--- src/rtl/shq_input_port.sv ---
module shq_input_port #(
  parameter int NUM_OUT = 4,
  parameter int DEPTH   = 8,
  parameter int DATA_W  = 16,
  parameter int CNT_W   = 16,
  localparam int DST_W  = (NUM_OUT > 1) ? $clog2(NUM_OUT) : 1,
  localparam int AW     = $clog2(DEPTH),
  localparam int OCC_W  = AW + 1
) (
  input  logic                      clk,
  input  logic                      rst_n,
  input  logic                      in_valid,
  input  logic [DST_W-1:0]          in_dest,
  input  logic [DATA_W-1:0]         in_data,
  output logic                      req_valid,
  output logic [DST_W-1:0]          req_dest,
  output logic [AW-1:0]             req_addr,
  input  logic [NUM_OUT-1:0]        grant_valid,
  input  logic [NUM_OUT*AW-1:0]     grant_addr,
  output logic [NUM_OUT-1:0]        out_valid,
  output logic [NUM_OUT*DATA_W-1:0] out_data,
  output logic [OCC_W-1:0]          occupancy,
  output logic [CNT_W-1:0]          drop_cnt
);

  logic [DATA_W-1:0] cell_mem [DEPTH];
  logic [AW-1:0]     link     [DEPTH];
  logic [AW-1:0]     free_q   [DEPTH];
  logic [AW-1:0]     free_rd, free_wr;
  logic [OCC_W-1:0]  free_cnt;

  logic [AW-1:0]     q_head [NUM_OUT];
  logic [AW-1:0]     q_tail [NUM_OUT];
  logic [OCC_W-1:0]  q_len  [NUM_OUT];

  logic [NUM_OUT-1:0] ret_v;
  logic [AW-1:0]      ret_a   [NUM_OUT];
  logic [AW-1:0]      ret_pos [NUM_OUT];
  logic [OCC_W-1:0]   ret_n;

  logic [NUM_OUT-1:0] take;
  logic [NUM_OUT-1:0] push;
  logic               accept;
  logic [AW-1:0]      new_addr;

  assign accept    = in_valid && (free_cnt != '0);
  assign new_addr  = free_q[free_rd];
  assign occupancy = OCC_W'(DEPTH) - free_cnt;

  always_comb begin
    for (int o = 0; o < NUM_OUT; o++) begin
      push[o] = accept && (in_dest == DST_W'(o));
      take[o] = grant_valid[o] && (q_len[o] != '0) &&
                (grant_addr[o*AW +: AW] == q_head[o]);
    end
  end

  always_comb begin
    ret_n = '0;
    for (int o = 0; o < NUM_OUT; o++) begin
      ret_pos[o] = free_wr + ret_n[AW-1:0];
      ret_n      = ret_n + OCC_W'(ret_v[o]);
    end
  end

  always_ff @(posedge clk) begin
    if (accept) begin
      cell_mem[new_addr] <= in_data;
      if (q_len[in_dest] != '0) link[q_tail[in_dest]] <= new_addr;
    end
  end

  always_ff @(posedge clk) begin
    if (!rst_n) begin
      for (int i = 0; i < DEPTH; i++) free_q[i] <= AW'(i);
      free_rd  <= '0;
      free_wr  <= '0;
      free_cnt <= OCC_W'(DEPTH);
    end else begin
      for (int o = 0; o < NUM_OUT; o++)
        if (ret_v[o]) free_q[ret_pos[o]] <= ret_a[o];
      free_rd  <= free_rd + AW'(accept);
      free_wr  <= free_wr + ret_n[AW-1:0];
      free_cnt <= free_cnt - OCC_W'(accept) + ret_n;
    end
  end

  always_ff @(posedge clk) begin
    if (!rst_n) begin
      for (int o = 0; o < NUM_OUT; o++) begin
        q_head[o] <= '0;
        q_tail[o] <= '0;
        q_len[o]  <= '0;
        ret_a[o]  <= '0;
      end
      ret_v     <= '0;
      out_valid <= '0;
      out_data  <= '0;
    end else begin
      for (int o = 0; o < NUM_OUT; o++) begin
        q_len[o] <= q_len[o] + OCC_W'(push[o]) - OCC_W'(take[o]);
        if (push[o]) q_tail[o] <= new_addr;
        if (push[o] && (q_len[o] == '0 || (take[o] && q_len[o] == OCC_W'(1))))
          q_head[o] <= new_addr;
        else if (take[o])
          q_head[o] <= link[q_head[o]];
        ret_v[o]     <= take[o];
        ret_a[o]     <= q_head[o];
        out_valid[o] <= take[o];
        if (take[o]) out_data[o*DATA_W +: DATA_W] <= cell_mem[q_head[o]];
      end
    end
  end

  always_ff @(posedge clk) begin
    if (!rst_n) begin
      req_valid <= 1'b0;
      req_dest  <= '0;
      req_addr  <= '0;
      drop_cnt  <= '0;
    end else begin
      req_valid <= accept;
      if (accept) begin
        req_dest <= in_dest;
        req_addr <= new_addr;
      end
      if (in_valid && !accept) drop_cnt <= drop_cnt + 1'b1;
    end
  end

endmodule

--- config.mk ---
export PLATFORM = sky130hd
export DESIGN_NAME = shq_input_port
export DESIGN_NICKNAME = d
export VERILOG_FILES = /design/src/rtl/shq_input_port.sv
export SDC_FILE = /design/constraint.sdc
export NUM_CORES = 1
export LEC_CHECK = 0
export ABC_CLOCK_PERIOD_IN_PS = 3850
export BUFFER_PORTS_ARGS = -buffer_cell sky130_fd_sc_hd__buf_2
export CORE_MARGIN = 5
export CORE_UTILIZATION = 35
export DETAILED_ROUTE_END_ITERATION = 7
export PLACE_DENSITY = 0.53
export SYNTH_ARGS = -nofsm -noshare
export SYNTH_HDL_FRONTEND = slang
export SYNTH_SLANG_ARGS = --single-unit
--- constraint.sdc ---
create_clock -name clk -period 3.85 [get_ports clk]
set_input_delay 0.9625 -clock clk [delete_from_list [all_inputs] [get_ports clk]]
set_output_delay 0.9625 -clock clk [all_outputs]
set_load 0.01 [all_outputs]
Yosys cells after proc, flatten, opt, wreduce, memory -nomap -nowiden --
Memory sizes are Yosys's and may differ from the RTL's. A register that Yosys moved wholly into a read port is not among the register bits. Cells that the tools add are included. W data, S select, Z words.
Operators by class: bitwise gates (word level) 20, add/sub/neg operators 20, reduce and logical (&&, ||, !) cells 46, multiplexer cells 92, equality and inequality tests 11
Operator list (number):
- $mux W3 | 25
- $mux W1 | 63
- $reduce_bool A4 Y1 | 6
- $logic_and A1 B1 Y1 | 22
- $or A1 B1 Y1 | 20
- $sub A4 B1 Y4 | 5
- $add A16 B1 Y16 const B | 1
- $add A4 B1 Y4 | 4
- $eq A4 B1 Y1 const B | 4
- $logic_not A4 Y1 | 4
- $mux W4 | 4
- $eq A3 B3 Y1 | 4
- $reduce_or A3 Y1 | 4
- $add A3 B1 Y3 | 2
- $add A3 B3 Y3 | 2
- $logic_not A1 Y1 | 5
- $add A3 B1 Y4 | 1
- $add A4 B4 Y4 | 1
- $eq A2 B2 Y1 const B | 2
- $logic_or A1 B1 Y1 | 4
- $sub A4 B4 Y4 const A | 1
- $add A2 B1 Y3 | 1
- $add A3 B2 Y3 | 1
- $add A1 B1 Y2 | 1
- other kinds (2) | 2
Storage, ports and cells: register bits 36, input port bits 37, memories kept 7, memory bits (writable) 228
Memory list:
- cell_mem | depth 8, width 16, read ports 4, clocked after Yosys merged registers in 4, write ports 1, line 26 | logic [DATA_W-1:0] cell_mem [DEPTH];
- free_q | depth 8, width 3, read ports 1, clocked after Yosys merged registers in 1, write ports 8, line 28 | logic [AW-1:0] free_q [DEPTH];
- link | depth 8, width 3, read ports 4, clocked after Yosys merged registers in 0, write ports 1, line 27 | logic [AW-1:0] link [DEPTH];
- q_len | depth 4, width 4, read ports 5, clocked after Yosys merged registers in 0, write ports 4, line 34 | logic [OCC_W-1:0] q_len [NUM_OUT];
- q_head | depth 4, width 3, read ports 4, clocked after Yosys merged registers in 0, write ports 4, line 32 | logic [AW-1:0] q_head [NUM_OUT];
- q_tail | depth 4, width 3, read ports 1, clocked after Yosys merged registers in 0, write ports 4, line 33 | logic [AW-1:0] q_tail [NUM_OUT];
- +1 memories

Logic depth before layout (Yosys ltp) --
depth in word-level cells 11, gate-level depth with buffers 14, mapped depth without buffers 12

Least setup slack after synthesis --
Ideal clock, no wire load.
path type input -> register, from input port grant_addr[9], to memory q_len[3][2] (netlist bit), data arrival time 3.029 ns, path slack 0.693 ns, buffers on the path 1, stages on the path 11, cells stage by stage xnor2_1 -> nand4_1 -> nor2_1 -> clkbuf_1 -> ha_1 -> inv_1 -> ha_1 -> inv_1 -> fa_1 -> xor2_1 -> nor2_1
RTL lines:
- start, declared | line 19 | input logic [NUM_OUT*AW-1:0] grant_addr,
- end, declared | line 34

==> metrics.md <==
| Metric | Value |
|---|---|
| Crit path buffers/inverters | 0 |
| Most common cell on crit path | fa_1 |
| Initial Utilization | 0.352 |
| Slowest CP cell | or4b_2 |
| Post-route ant nets | 0 |
| Post-synth EDFFs | 191 |
| Max Cap Viol | 0 |
| Fmax | 311 MHz |
| Clock Sink Count | 328 |
| Router iterations before antenna repair | 5 |
| CTS tree | done |
| Async S/R FF share, synth | 0 |
| First-pass GRT wire length | 75.7 mm |
| Worst Setup EP | free_q[7][0]$_DFFE_PP_ |
| Reg power frac | 0.405 |
| Worst-margin pin slew | between 0.8 and 0.9 ns |
| Die Height | 236 microns |
| Top delay family on crit path | adder cells |
| GRT overflow | 0 |
| Critical Path AT | between 3 and 4 ns |
| Cells after DPL | between 2000 and 2500 |
| Syn avg cell area | 13.2 sq um |
| Tmin final | around 3.2 ns |
| Reg-to-Reg Start | ret_v[0]$_SDFF_PN0_ |
| Total Die Area | approximately 56000 sq um |
| Htree depth | 2 |
| Fin. Hold Viols | 0 |
| # nets final | 1559 |
| Int Power | 7520 uW |
| Vias per inst | 5.45 |
| Power Dens Cells | around 500 nW/um^2 |
| I/O Buffers | 130 |
| Fin crit share | 0.834 |
| TNS Setup | 0 ns |
| CP max FO | 10 |
| Yosys warns | 0 |
| Clock transition at path regs | 0.06 ns |
| Post-synthesis sequential area ratio | 0.473 |
| HPWL after DPL | 32.8 mm |
| VDD IR max | 336 uV |
| Avg WL per Cell | 23.1 microns |
| Filler cells | 4738 |
| Kind of critical path | reg -> reg |
| GRT Overall Usage | 0.177 |
| DRC viols | 0 |
| CTS max path bufs | 3 |
| Synth Cell Area | 17900 sq um |
| CP Cell Sequence | fa_1 > ha_1 > fa_1 > xor2_1 > nor2_1 > or4b_2 |
| Most common cell after layout, fill and taps aside | edfxtp_1 |
| Clock Power Share | 0.365 |
| Hold-critical path depth | 2 |
| Most frequent cells in the layout | 191 x edfxtp_1, 162 x mux4_2, 144 x nor2_1 |
| Ys flop type | edfxtp_1 |
| # rows | 83 |
| Worst Skew | 0.0378 ns |
| Multi-input logic area | 8910 sq um |
| Leak | 0.00714 uW |
| Synth Net Count | roughly 1400 |
| RSZ-0062 raised after global routing | no |
| Sw Ratio | 0.295 |
| Synth top area cells | edfxtp_1 32%, mux4_2 20%, dfxtp_1 15% |
| Reg2Reg Setup Slack | 0.64 ns |
| Last weighted congestion value of the routability-driven placer | 0.890 |
| Post-synth top area share | 0.320 |
| Reg-to-reg critical path endpoint | free_q[7][0]$_DFFE_PP_ |
| Total number of vias | 11900 |
| Worst skew pair latency | 0.58 ns |
| Final setup fails | 0 |
| Largest net degree at the start of global routing | 42 |
| Root Buffer | clkbuf_16 |
| Yosys top cell by area | edfxtp_1 |
| Worst setup EP type | flop |
| Hold Crit Class | reg -> reg |
| Vias in the first global route | 12200 |
| DR iter-0 viols | 868 |
| Number of clock buffers inserted by TritonCTS | 39 |
| Hold buffer count at CTS | 0 |
| Logic pwr share | 0.230 |
| Yosys reg bits | roughly 330 |
| Number of setup buffers added after CTS | 0 |
| Worst path required time | 4.14 ns |
| Detailed Route WL | 50.5 mm |
| Placeable Area | 51000 sq um |
| Crit path launch type | flop |
| Final Max Slew Viols | 0 |
| Sequential cell area | approximately 8500 sq um |
| IO Pins | 131 |
| Area Growth Syn to Fin | 15.7% |
| Worst reg-to-reg path cell count | 6 |
| Net switching power | 3140 uW |
| Mapped Cells | 1363 |
| Die extent in x | 236 microns |
| Yosys cell types | 50 |
| CP peak stage delay | 0.75 ns |
| Stages on worst setup path | 6 |
| Initial antenna violation count | 3 |
| Post-cts resize count | 0 |
| Setup crit start | ret_v[0]$_SDFF_PN0_ |
| Post-Layout Cell Count | 2184 |
| Status | finished, final reports clean |
| Slew headroom | 0.410 |
| Layout cell share with drive strength beyond 1 | 0.298 |
==> through the flow <==
stage	cell area, sq um	utilization	setup WS, ns	power [uW]	hold slack, ns
2_1_floorplan	17900	-	0.693	6040	0.481
3_3_place_gp	19400	0.380	0.772	6860	0.448
3_5_place_dp	19400	0.380	0.664	6880	0.465
4_1_cts	20700	0.407	0.651	10800	0.474
5_1_grt	20700	0.407	0.487	11200	0.482
6_report	20700	0.407	0.639	10700	0.472
==> per-layer routing <==
layer	GRT usage	vias to the layer above	wire, microns
met5	0	-	7
met4	0.0481	2	1290
met3	0.0375	90	3020
met2	0.305	340	25100
met1	0.228	6032	21100
li1	-	5439	-
==> cells by family (layout without fill, tap and decap cells) <==
kind of cell | after synthesis | in the layout | share of synthesized area
AOI/OAI and AO/OA | 139 | 139 | 0.0542
xor gates and xnor gates | 49 | 49 | 0.0239
adders and majority gates | 49 | 49 | 0.0384
buffers and inverters | 149 | 289 | 0.0334
DFF | 328 | 328 | 0.473
muxes | 297 | 297 | 0.283
other | 0 | 1 | 0
and+or+nand+nor | 352 | 352 | 0.0939
==> power by group through the flow <==
stage / clock, uW / sequential, uW / combinational [uW]
final: 3890 / 4320 / 2450
after CTS: 4000 / 4320 / 2500
after detailed placement: 0 / 4390 / 2490
after global routing: 4150 / 4360 / 2680
after global placement: 0 / 4380 / 2480
after floorplan: 0 / 4300 / 1740
==> tightest hold or removal path, stage by stage (launching register included) <==
cell     delay [ns]
dfxtp_1        0.31
nand2_1        0.06
a21oi_1        0.05
==> cell type report <==
type,count,area share
repair buffers,164,0.0437
clock buffers,51,0.0523
flip-flops and latches,328,0.409
inverters,54,0.00990
multi-input cells,886,0.430
clock inverters,20,0.0139
diodes,1,0.000121
well taps,680,0.0410
==> cells in the mapped netlist (28+ instances only) <==
| master | count |
|---|---|
| mux2i_1 | 100 |
| nor2_1 | 153 |
| dfxtp_1 | 137 |
| nand2_1 | 53 |
| mux2_2 | 32 |
| mux4_2 | 162 |
| clkbuf_1 | 46 |
| edfxtp_1 | 191 |
| a21oi_1 | 28 |
| buf_2 | 28 |
| inv_1 | 54 |
| xnor2_1 | 37 |
| ha_1 | 39 |
| a211oi_1 | 70 |
==> registers in the layout, indices dropped and copies added, names as in the netlist, 4 cells and up <==
| register | flops |
|---|---|
| cell_mem | 128 |
| ret_a | 12 |
| q_tail | 12 |
| q_len | 16 |
| link | 24 |
| drop_cnt | 16 |
| out_data | 64 |
| ret_v | 4 |
| free_cnt | 4 |
| free_q | 24 |
| q_head | 12 |
==> how the worst min path moves through the flow <==
stage / slack [ns] / to / from
after CTS: 0.47 / req_dest[0]$_SDFFE_PN0P_ / req_dest[0]$_SDFFE_PN0P_
final: 0.47 / req_dest[0]$_SDFFE_PN0P_ / req_dest[0]$_SDFFE_PN0P_
after floorplan: 0.48 / req_dest[0]$_SDFFE_PN0P_ / req_dest[0]$_SDFFE_PN0P_
after global routing: 0.48 / req_dest[0]$_SDFFE_PN0P_ / req_dest[0]$_SDFFE_PN0P_
after global placement: 0.45 / req_dest[1]$_SDFFE_PN0P_ / req_dest[1]$_SDFFE_PN0P_
after detailed placement: 0.47 / req_dest[0]$_SDFFE_PN0P_ / req_dest[0]$_SDFFE_PN0P_
Power figures use the tool's default switching activity.
